[config.mk]
export PLATFORM = sky130hd
export DESIGN_NAME = xbus_ctrl
export DESIGN_NICKNAME = d
export VERILOG_FILES = /design/src/rtl/xbus_pkg.sv /design/src/rtl/xbus_decode.sv /design/src/rtl/xbus_seq.sv /design/src/rtl/xbus_pins.sv /design/src/rtl/xbus_ctrl.sv
export SDC_FILE = /design/constraint.sdc
export NUM_CORES = 1
export LEC_CHECK = 0
export ABC_AREA = 1
export BUFFER_PORTS_ARGS = -buffer_cell sky130_fd_sc_hd__buf_2
export CELL_PAD_IN_SITES_DETAIL_PLACEMENT = 0
export CELL_PAD_IN_SITES_GLOBAL_PLACEMENT = 1
export CORE_MARGIN = 2
export CORE_UTILIZATION = 34
export DETAILED_ROUTE_END_ITERATION = 10
export GPL_TIMING_DRIVEN = 0
export PLACE_DENSITY_LB_ADDON = 0.1
export SETUP_SLACK_MARGIN = 0.02
export SKIP_CTS_REPAIR_TIMING = 1
export SYNTH_ARGS = -nofsm -noshare
export SYNTH_HDL_FRONTEND = slang
export SYNTH_HIERARCHICAL = 1
export SYNTH_SLANG_ARGS = --single-unit
[constraint.sdc]
create_clock -name clk -period 3.7 [get_ports clk]
set_input_delay 0.555 -clock clk [delete_from_list [all_inputs] [get_ports clk]]
set_output_delay 0.555 -clock clk [all_outputs]
set_load 0.1 [all_outputs]
[src/rtl/xbus_pkg.sv]
package xbus_pkg;
  localparam int unsigned XB_WAIT_W = 2;

  typedef enum logic {
    XB_IDLE   = 1'b0,
    XB_STROBE = 1'b1
  } xb_state_e;
endpackage

[src/rtl/xbus_decode.sv]
module xbus_decode #(
  parameter int unsigned AW        = 16,
  parameter int unsigned INT_TOP   = 32'h10FF,
  parameter int unsigned SECT_BITS = 3,
  parameter int unsigned WAIT_W    = 2
) (
  input  logic [AW-1:0]        addr,
  input  logic                 cfg_en,
  input  logic [SECT_BITS-1:0] cfg_sect,
  input  logic [WAIT_W-1:0]    cfg_wait_lo,
  input  logic [WAIT_W-1:0]    cfg_wait_hi,
  output logic                 is_ext,
  output logic [WAIT_W-1:0]    wait_sel
);
  localparam logic [AW-1:0] TOP_L = AW'(INT_TOP);

  logic upper;

  always_comb begin
    is_ext   = cfg_en && (addr > TOP_L);
    upper    = (cfg_sect != '0) && (addr[AW-1 -: SECT_BITS] >= cfg_sect);
    wait_sel = upper ? cfg_wait_hi : cfg_wait_lo;
  end
endmodule

[src/rtl/xbus_seq.sv]
module xbus_seq
  import xbus_pkg::*;
#(
  parameter int unsigned AW     = 16,
  parameter int unsigned DW     = 8,
  parameter int unsigned WAIT_W = 2
) (
  input  logic              clk,
  input  logic              rst_n,
  input  logic              req_valid,
  input  logic              req_we,
  input  logic [AW-1:0]     req_addr,
  input  logic [DW-1:0]     req_wdata,
  input  logic              is_ext,
  input  logic [WAIT_W-1:0] wait_sel,
  output logic              req_ready,
  output logic              ale,
  output logic              rd_act,
  output logic              wr_act,
  output logic              drive_ad,
  output logic [DW-1:0]     ad_val,
  output logic [AW-1:0]     bus_addr,
  output logic              strobe_last
);
  xb_state_e         state;
  logic [WAIT_W-1:0] cnt;
  logic [AW-1:0]     addr_q;
  logic [DW-1:0]     wdata_q;
  logic              we_q;

  always_ff @(posedge clk or negedge rst_n) begin
    if (!rst_n) begin
      state   <= XB_IDLE;
      cnt     <= '0;
      addr_q  <= '0;
      wdata_q <= '0;
      we_q    <= 1'b0;
    end else begin
      case (state)
        XB_IDLE: begin
          if (req_valid) begin
            addr_q <= req_addr;
            if (is_ext) begin
              state   <= XB_STROBE;
              cnt     <= wait_sel;
              we_q    <= req_we;
              wdata_q <= req_wdata;
            end
          end
        end
        XB_STROBE: begin
          if (cnt == '0) state <= XB_IDLE;
          else           cnt   <= cnt - 1'b1;
        end
        default: state <= XB_IDLE;
      endcase
    end
  end

  always_comb begin
    req_ready   = 1'b1;
    ale         = 1'b0;
    rd_act      = 1'b0;
    wr_act      = 1'b0;
    drive_ad    = 1'b0;
    ad_val      = req_addr[DW-1:0];
    bus_addr    = addr_q;
    strobe_last = 1'b0;
    if (state == XB_IDLE) begin
      if (req_valid) begin
        ale       = 1'b1;
        drive_ad  = 1'b1;
        bus_addr  = req_addr;
        req_ready = !is_ext;
      end
    end else begin
      strobe_last = (cnt == '0);
      req_ready   = strobe_last;
      rd_act      = !we_q;
      wr_act      = we_q;
      drive_ad    = we_q;
      ad_val      = wdata_q;
    end
  end
endmodule

[src/rtl/xbus_pins.sv]
module xbus_pins #(
  parameter int unsigned DW  = 8,
  parameter int unsigned HIW = 8,
  parameter int unsigned HBW = 4
) (
  input  logic           clk,
  input  logic           rst_n,
  input  logic           cfg_en,
  input  logic           cfg_keep,
  input  logic [HBW-1:0] cfg_hi_bits,
  input  logic           ale,
  input  logic           rd_act,
  input  logic           wr_act,
  input  logic           drive_ad,
  input  logic [DW-1:0]  ad_val,
  input  logic [HIW-1:0] bus_hi,
  input  logic [DW-1:0]  port_ad_out,
  input  logic [DW-1:0]  port_ad_oe,
  input  logic [HIW-1:0] port_hi_out,
  input  logic [HIW-1:0] port_hi_oe,
  input  logic [2:0]     port_ctl_out,
  input  logic [2:0]     port_ctl_oe,
  output logic [DW-1:0]  ad_out,
  output logic [DW-1:0]  ad_oe,
  output logic           ad_hold,
  output logic [HIW-1:0] hi_out,
  output logic [HIW-1:0] hi_oe,
  output logic [2:0]     ctl_out,
  output logic [2:0]     ctl_oe
);
  localparam logic [HBW-1:0] HIW_L = HBW'(HIW);

  logic [DW-1:0]  keep_q;
  logic [HBW-1:0] hi_w;

  always_ff @(posedge clk or negedge rst_n) begin
    if (!rst_n)                  keep_q <= '0;
    else if (cfg_en && drive_ad) keep_q <= ad_val;
  end

  assign hi_w = (cfg_hi_bits > HIW_L) ? HIW_L : cfg_hi_bits;

  for (genvar g = 0; g < HIW; g++) begin : g_hi
    logic own;
    assign own       = cfg_en && (HBW'(g) < hi_w);
    assign hi_out[g] = own ? bus_hi[g] : port_hi_out[g];
    assign hi_oe[g]  = own ? 1'b1      : port_hi_oe[g];
  end

  always_comb begin
    if (cfg_en) begin
      ad_out  = drive_ad ? ad_val : keep_q;
      ad_oe   = {DW{drive_ad}};
      ad_hold = cfg_keep && !drive_ad;
      ctl_out = {~wr_act, ~rd_act, ale};
      ctl_oe  = 3'b111;
    end else begin
      ad_out  = port_ad_out;
      ad_oe   = port_ad_oe;
      ad_hold = 1'b0;
      ctl_out = port_ctl_out;
      ctl_oe  = port_ctl_oe;
    end
  end
endmodule

[src/rtl/xbus_ctrl.sv]
module xbus_ctrl #(
  parameter int unsigned AW        = 16,
  parameter int unsigned DW        = 8,
  parameter int unsigned INT_TOP   = 32'h10FF,
  parameter int unsigned SECT_BITS = 3,
  localparam int unsigned HIW      = AW - DW,
  localparam int unsigned HBW      = $clog2(HIW + 1),
  localparam int unsigned WAIT_W   = xbus_pkg::XB_WAIT_W
) (
  input  logic                 clk,
  input  logic                 rst_n,
  input  logic                 cfg_en,
  input  logic                 cfg_keep,
  input  logic [SECT_BITS-1:0] cfg_sect,
  input  logic [WAIT_W-1:0]    cfg_wait_lo,
  input  logic [WAIT_W-1:0]    cfg_wait_hi,
  input  logic [HBW-1:0]       cfg_hi_bits,
  input  logic                 req_valid,
  output logic                 req_ready,
  input  logic                 req_we,
  input  logic [AW-1:0]        req_addr,
  input  logic [DW-1:0]        req_wdata,
  output logic [DW-1:0]        rd_data,
  input  logic [DW-1:0]        ad_in,
  output logic [DW-1:0]        ad_out,
  output logic [DW-1:0]        ad_oe,
  output logic                 ad_hold,
  output logic [HIW-1:0]       hi_out,
  output logic [HIW-1:0]       hi_oe,
  output logic [2:0]           ctl_out,
  output logic [2:0]           ctl_oe,
  input  logic [DW-1:0]        port_ad_out,
  input  logic [DW-1:0]        port_ad_oe,
  input  logic [HIW-1:0]       port_hi_out,
  input  logic [HIW-1:0]       port_hi_oe,
  input  logic [2:0]           port_ctl_out,
  input  logic [2:0]           port_ctl_oe
);
  logic              is_ext;
  logic [WAIT_W-1:0] wait_sel;
  logic              ale, rd_act, wr_act, drive_ad, strobe_last;
  logic [DW-1:0]     ad_val;
  logic [AW-1:0]     bus_addr;
  logic [DW-1:0]     rd_hold;

  xbus_decode #(.AW(AW), .INT_TOP(INT_TOP), .SECT_BITS(SECT_BITS), .WAIT_W(WAIT_W)) u_decode (
    .addr(req_addr), .cfg_en(cfg_en), .cfg_sect(cfg_sect),
    .cfg_wait_lo(cfg_wait_lo), .cfg_wait_hi(cfg_wait_hi),
    .is_ext(is_ext), .wait_sel(wait_sel)
  );

  xbus_seq #(.AW(AW), .DW(DW), .WAIT_W(WAIT_W)) u_seq (
    .clk(clk), .rst_n(rst_n), .req_valid(req_valid), .req_we(req_we),
    .req_addr(req_addr), .req_wdata(req_wdata), .is_ext(is_ext), .wait_sel(wait_sel),
    .req_ready(req_ready), .ale(ale), .rd_act(rd_act), .wr_act(wr_act),
    .drive_ad(drive_ad), .ad_val(ad_val), .bus_addr(bus_addr), .strobe_last(strobe_last)
  );

  xbus_pins #(.DW(DW), .HIW(HIW), .HBW(HBW)) u_pins (
    .clk(clk), .rst_n(rst_n), .cfg_en(cfg_en), .cfg_keep(cfg_keep), .cfg_hi_bits(cfg_hi_bits),
    .ale(ale), .rd_act(rd_act), .wr_act(wr_act), .drive_ad(drive_ad), .ad_val(ad_val),
    .bus_hi(bus_addr[AW-1:DW]),
    .port_ad_out(port_ad_out), .port_ad_oe(port_ad_oe),
    .port_hi_out(port_hi_out), .port_hi_oe(port_hi_oe),
    .port_ctl_out(port_ctl_out), .port_ctl_oe(port_ctl_oe),
    .ad_out(ad_out), .ad_oe(ad_oe), .ad_hold(ad_hold),
    .hi_out(hi_out), .hi_oe(hi_oe), .ctl_out(ctl_out), .ctl_oe(ctl_oe)
  );

  always_ff @(posedge clk or negedge rst_n) begin
    if (!rst_n)                     rd_hold <= '0;
    else if (strobe_last && rd_act) rd_hold <= ad_in;
  end

  assign rd_data = (strobe_last && rd_act) ? ad_in : rd_hold;
endmodule

==> flow_summary.ini, run 1 <==
[setup_path]
cp-end-kind = primary output
crit_type = flop to primary output
path_depth = 10
worstPathArrival_ps = 2150
r2r-start = u_seq/state$_DFF_PN0_
r2r_cells = 9
r2r-end = u_pins/keep_q[7]$_DFFE_PN0P_
critical_path_buf_inv_count = 5
crit_path_max_fanout = 10
slowest_stage = buf_2
regToRegSetupSlack_ps = 2240
worstPathRequired_ps = 3140
cpPeakStageDelay_ps = 470
crit_chain = inv_2, nand2_4, buf_6, nand2_1, nand2_4, inv_4, buf_6, nand2_1, o211ai_1, buf_2
startpoint_type = flop
cpLargestDelayFamily = buffers and inverters

[global_route]
antenna_found_initial = 0
grt_pass1_wl_um = 10000
grt_util_all_layers_pct = 16.3
grt_pass1_vias = 2296
grt.met1_usage_pct = 21.7
overflow = 0
grt_max_degree = 37
grt.busiest_layer = met2
use_met3_pct = 3.68
grtUsageMet2_pct = 27.2

[routing]
routed_wl_um = 6310
ant_nets = 0
first_pass_iters = 4
wl_per_cell_um = 11.4
drtIter0Drc = 53
vias = 2507
viasPerCell = 4.53
drc = 0

[timing]
fin_crit_ps = 2710
fmax_ghz = 0.369
rsz0062_at_grt = false
slew_viol_final = 0
hold_viol = 0
setup_viol = 0
period_share_pct = 73.2
fin_tns_setup_ps = 0
relSlewSlack_pct = 46.4
tightest_slew_ps = 804
skew_ps = 5.78

[floorplan]
die_y_um = 87.6
rows = 30
die_w_um = 87.6
core_area_um2 = 6760
start_util_pct = 35.1
dieArea_um2 = 7670
ioPinCount = 135

[placed_design]
hpwl_um = 5130
port_buffers = 134
place_congestion = 0.805

[clock_tree]
clk_pin_slew_ps = 70
htree_levels = 2
cts_root_buf = clkbuf_8
tritoncts = built
clock-sinks = 36
insertion_delay_ps = 290
cts_buffers = 5
cts_buffer_depth = 2

[min_path]
hold_class = primary input to async pin

[yosys]
synth_warnings = 6
syn-cell-area_um2 = 2370
synth.net_count = 424
syn_area_per_cell_um2 = 7.15
syn_inst = 332

[final_layout]
syn2layout_area_growth_pct = 37.2
layout.nets = 565
antenna_cells = 0
layout_commonest_cell = nand2_1
final_cell_mix = nand2_1 (144), buf_2 (138), inv_1 (42), dfrtp_1 (36), nand3_1 (19)
final_util_pct = 48.2
layout-drive-gt1-share_pct = 38.0
fillers = 754

[power]
power_density_nw_per_um2 = 892
p_leak_nw = 1.95
peakVddDrop_v = 0.000332
power_mw = 2.90

[flow_run]
cap_violations = 0

[run_status]
status = complete, no violations
-- how the worst max path moves through the flow --
stage | slack (ps) | start | to
global placement | 1170 | req_valid | ad_out[7]
finish | 990 | u_seq/state$_DFF_PN0_ | ad_out[7]
floorplan | 690 | req_valid | ad_out[0]
global route | 810 | u_seq/state$_DFF_PN0_ | ad_out[7]
CTS | 940 | u_seq/state$_DFF_PN0_ | ad_out[7]
detailed placement | 1140 | req_valid | ad_out[7]
-- metrics by stage --
| stage | hold WS [ps] | area [um2] | setup WS, ps | cells |
|---|---|---|---|---|
| finish | 355 | 3260 | 992 | 554 |
| global route | 440 | 3260 | 806 | 554 |
| CTS | 392 | 3260 | 945 | 554 |
| detailed placement | 452 | 3140 | 1140 | 546 |
| global placement | 448 | 3140 | 1170 | 546 |
| floorplan | 259 | 2370 | 686 | 332 |
-- flip-flops by register name, summed over array words and instances (netlist names) --
register       count
rd_hold            8
u_pins/keep_q      8
u_seq/addr_q       8
u_seq/wdata_q      8
u_seq/cnt          2
u_seq/state        1
u_seq/we_q         1
-- routing by layer --
layer	vias up	wire, um
met2	73	2900
met3	6	405
met5	-	0
met1	1111	2950
met4	0	56
li1	1317	-
-- final cells by class --
type | instances | area (um2) | share of cell area, %
Buffer | 12 | 110 | 3.38
Clock inverter | 3 | 42.5 | 1.31
Sequential cell | 36 | 901 | 27.7
Inverter | 47 | 179 | 5.50
Multi-Input combinational cell | 237 | 1180 | 36.4
Clock buffer | 5 | 68.8 | 2.11
Tap cell | 80 | 100 | 3.07
Timing Repair Buffer | 134 | 671 | 20.6
-- power breakdown --
part           internal [mW]  total, mW  switching [mW]
sequential             0.577      0.643          0.0661
clock                  0.199      0.341           0.141
combinational          0.371       1.92            1.55
Note: power is estimated with default switching activity, not from simulation.
==> inputs of run 2 (changes only) <==
CORE_UTILIZATION = 31   (was 34)
clock period = 2.8 ns   (was 3.7 ns; I/O delays follow)
==> flow_summary.ini, run 2 (same netlist as run 1, synthesis figures left out) <==
[global_route]
grt_pass1_wl_um = 11100
grt_pass1_vias = 2526
overflow = 0
grt_max_degree = 37
grt_util_all_layers_pct = 16.2
antenna_found_initial = 1

[final_layout]
layout-drive-gt1-share_pct = 38.2
antenna_cells = 0
syn2layout_area_growth_pct = 38.4
layout.nets = 565
final_cell_mix = nand2_1 (143), buf_2 (137), inv_1 (42), dfrtp_1 (36), nand3_1 (19)
instances_no_fill = 573
layout_commonest_cell = nand2_1

[clock_tree]
cts_root_buf = clkbuf_8
cts_buffers = 5
htree_levels = 2
clk_pin_slew_ps = 80
cts_buffer_depth = 2
tritoncts = built
insertion_delay_ps = 290
clock-sinks = 36

[floorplan]
start_util_pct = 32.4
rows = 31
ioPinCount = 135
dieArea_um2 = 8370
core_area_um2 = 7330
die_y_um = 91.5
die_w_um = 91.5

[setup_path]
r2r-end = u_pins/keep_q[1]$_DFFE_PN0P_
startpoint_type = flop
r2r-start = u_seq/state$_DFF_PN0_
regToRegSetupSlack_ps = 1370
worstPathArrival_ps = 2110
crit_path_max_fanout = 10
r2r_cells = 9
cp-end-kind = primary output
worstPathRequired_ps = 2380
crit_type = flop to primary output

[routing]
ant_nets = 0
vias = 2464
drc = 0
wl_per_cell_um = 11.2
routed_wl_um = 6400
viasPerCell = 4.30
drtIter0Drc = 63
first_pass_iters = 4

[power]
p_leak_nw = 1.95
peakVddDrop_v = 0.000466
power_density_nw_per_um2 = 1170

[placed_design]
preCtsSetupSlack_ps = 569
hpwl_um = 5050
port_buffers = 134
placedCellCount = 565
place_congestion = 0.717

[timing]
fin_crit_ps = 2530
rsz0062_at_grt = false
tightest_slew_ps = 836
fin_tns_setup_ps = 0
slew_viol_final = 0
hold_viol = 0
period_share_pct = 90.3
relSlewSlack_pct = 44.3
skew_ps = 5.00
fmax_ghz = 0.395
setup_viol = 0
finalHoldWorstSlack_ps = 228
fin_ws_ps = 271

[min_path]
hold_class = primary input to async pin

[flow_run]
cap_violations = 0

[run_status]
status = complete, no violations
[run 2: worst max-delay path: stages (launching register included)]
cell      delay, ps
dfrtp_1         410
inv_2           160
nand2_4          70
buf_6           140
nand2_2          80
nand2_4         100
inv_4           100
buf_6           140
nand2_1          70
o211ai_1         80
buf_2           460
[run 2: metrics by stage]
step | instance area (um2) | total power, mW | util (%)
6_report | 3280 | 3.85 | 44.8
5_1_grt | 3280 | 4.10 | 44.8
4_1_cts | 3280 | 3.90 | 44.8
3_5_place_dp | 3170 | 3.42 | 43.3
3_3_place_gp | 3170 | 3.40 | 43.3
2_1_floorplan | 2380 | 2.99 | -
[run 2: worst max path at each step]
stage	depth (start not counted)	start	endpoint
floorplan	6	u_seq/state$_DFF_PN0_	ad_out[0]
finish	10	u_seq/state$_DFF_PN0_	ad_out[1]
global route	10	u_seq/state$_DFF_PN0_	ad_out[1]
detailed placement	10	req_valid	ad_out[1]
global placement	10	req_valid	ad_out[1]
CTS	10	u_seq/state$_DFF_PN0_	ad_out[1]
[run 2: area by class of cell]
| type | instances | area [um2] |
|---|---|---|
| buffer | 12 | 113 |
| clock buffer | 5 | 68.8 |
| clock inverter | 3 | 42.5 |
| fill | 789 | 4050 |
| inverter | 47 | 179 |
| multi-input combinational | 237 | 1190 |
| sequential | 36 | 901 |
| tap | 99 | 124 |
| timing repair buffer | 134 | 671 |
[run 2: per-layer routing]
layer | share of wire, % | global-route usage (%) | up-vias | routed length (um)
met5 | 0.17 | 0 | - | 11
met4 | 0.83 | 3.79 | 2 | 53
met3 | 7.6 | 4.40 | 6 | 484
met2 | 48 | 28.5 | 81 | 3100
met1 | 43 | 19.5 | 1063 | 2750
li1 | - | - | 1312 | -
[run 2: power breakdown]
| group | switching (mW) | internal, mW | total [mW] |
|---|---|---|---|
| sequential | 0.0871 | 0.762 | 0.849 |
| clock | 0.194 | 0.264 | 0.458 |
| combinational | 2.04 | 0.496 | 2.54 |
| total | 2.33 | 1.52 | 3.85 |
==> inputs of run 3 (changes only) <==
GPL_ROUTABILITY_DRIVEN = 0   (was not set)
GPL_TIMING_DRIVEN = not set   (was 0)
==> flow_summary.ini, run 3 (same netlist as run 1, synthesis figures left out) <==
[routing]
vias = 2431
wl_per_cell_um = 10.8
ant_nets = 0
first_pass_iters = 4
viasPerCell = 4.31
drc = 0
drtIter0Drc = 108
routed_wl_um = 6080

[setup_path]
r2r-start = u_seq/cnt[0]$_DFFE_PN0P_
worstPathRequired_ps = 2380
cpPeakStageDelay_ps = 470
crit_path_max_fanout = 16
cpLargestDelayFamily = buffers and inverters
crit_path_frequent_cell = nand2_4
critical_path_buf_inv_count = 3
slowest_stage = dfrtp_1
crit_type = flop to primary output
startpoint_type = flop
cp-end-kind = primary output
crit_chain = inv_2, nand2_4, nand2_2, nand2_4, inv_4, nand2_1, o211ai_1, buf_2
worstPathArrival_ps = 2080
critPathLaunch = u_seq/state$_DFF_PN0_

[final_layout]
antenna_cells = 0
layout_commonest_cell = nand2_1
layout.nets = 556
layout-drive-gt1-share_pct = 37.0
fillers = 821
final_cell_mix = nand2_1 (143), buf_2 (122), inv_1 (42), dfrtp_1 (36), nand3_1 (19)
instances_no_fill = 564
syn2layout_area_growth_pct = 41.4

[placed_design]
hpwl_um = 4850
placedCellCount = 556
port_buffers = 134

[timing]
fmax_ghz = 0.399
fin_tns_setup_ps = 0
setup_viol = 0
hold_viol = 0
period_share_pct = 89.4
skew_ps = 5.38
rsz0062_at_grt = false
slew_viol_final = 0
tightest_slew_ps = 806
relSlewSlack_pct = 46.3
fin_crit_ps = 2500

[clock_tree]
insertion_delay_ps = 290
cts_buffers = 5
clk_pin_slew_ps = 70
cts_root_buf = clkbuf_8
tritoncts = built
clock-sinks = 36
cts_buffer_depth = 2
htree_levels = 2

[floorplan]
start_util_pct = 32.4
core_area_um2 = 7330
rows = 31
ioPinCount = 135
dieArea_um2 = 8370
die_y_um = 91.5
die_w_um = 91.5

[power]
p_leak_nw = 1.96
peakVddDrop_v = 0.000359
power_density_nw_per_um2 = 1200

[global_route]
overflow = 0
antenna_found_initial = 0
grt_max_degree = 37
grt_pass1_wl_um = 10300
grt_util_all_layers_pct = 15.1
grt_pass1_vias = 2446

[run_status]
status = complete, no violations

[flow_run]
cap_violations = 0

[min_path]
hold_class = primary input to async pin
run 3: changes by cell type in the layout (fill, tap and decap cells not counted), sizes merged:
cell	change
buf	-9
bufinv	-1
clkbuf	+1
clkinv	+1
clkinvlp	-1
run 3: power breakdown:
part | internal [mW] | switching, mW | leakage (nW)
sequential | 0.762 | 0.0932 | 0.444
combinational | 0.721 | 2.07 | 1.46
clock | 0.196 | 0.184 | 0.0510
run 3: final cells by class:
type | count | area (um2) | area share [%]
clock buffers | 6 | 82.6 | 2.46
clock inverters | 2 | 10.0 | 0.298
inverters | 47 | 179 | 5.33
multi-input cells | 237 | 1190 | 35.3
flip-flops and latches | 36 | 901 | 26.8
well taps | 99 | 124 | 3.69
repair buffers | 137 | 873 | 26.0
run 3: per-stage QoR:
stage                     hold WS [ps]  power, mW  utilization, %  worst slack [ps]  instance area, um2
after floorplan                    124       2.99               -              20.9                2380
after global placement             462       3.67            44.5               537                3260
after detailed placement           464       3.69            44.5               519                3260
after CTS                          254       4.08            45.8               240                3360
after global routing               301       4.28            45.8              99.0                3360
final                              221       4.03            45.8               297                3360
run 3: routing by layer:
metal	GRT usage, %	vias up	share of wire (%)
met1	17.5	1053	43
met4	3.79	0	1.0
met2	27.1	82	48
li1	-	1291	-
met5	0	-	0
met3	4.15	5	7.7
run 3: worst paths after layout:
| path | to | slack (ps) | depth (start not counted) |
|---|---|---|---|
| setup / recovery | ad_out[2] | 300 | 8 |
| hold / removal | u_seq/addr_q[13]$_DFF_PN0_ | 220 | 1 |
| setup reg to reg | rd_hold[1]$_DFF_PN0_ | 1360 | 7 |
| hold reg to reg | u_seq/addr_q[9]$_DFF_PN0_ | 470 | 2 |
| max in group asynchronous | u_seq/addr_q[11]$_DFF_PN0_ | 2070 | 1 |
| min in group clk | u_seq/addr_q[9]$_DFF_PN0_ | 370 | 3 |
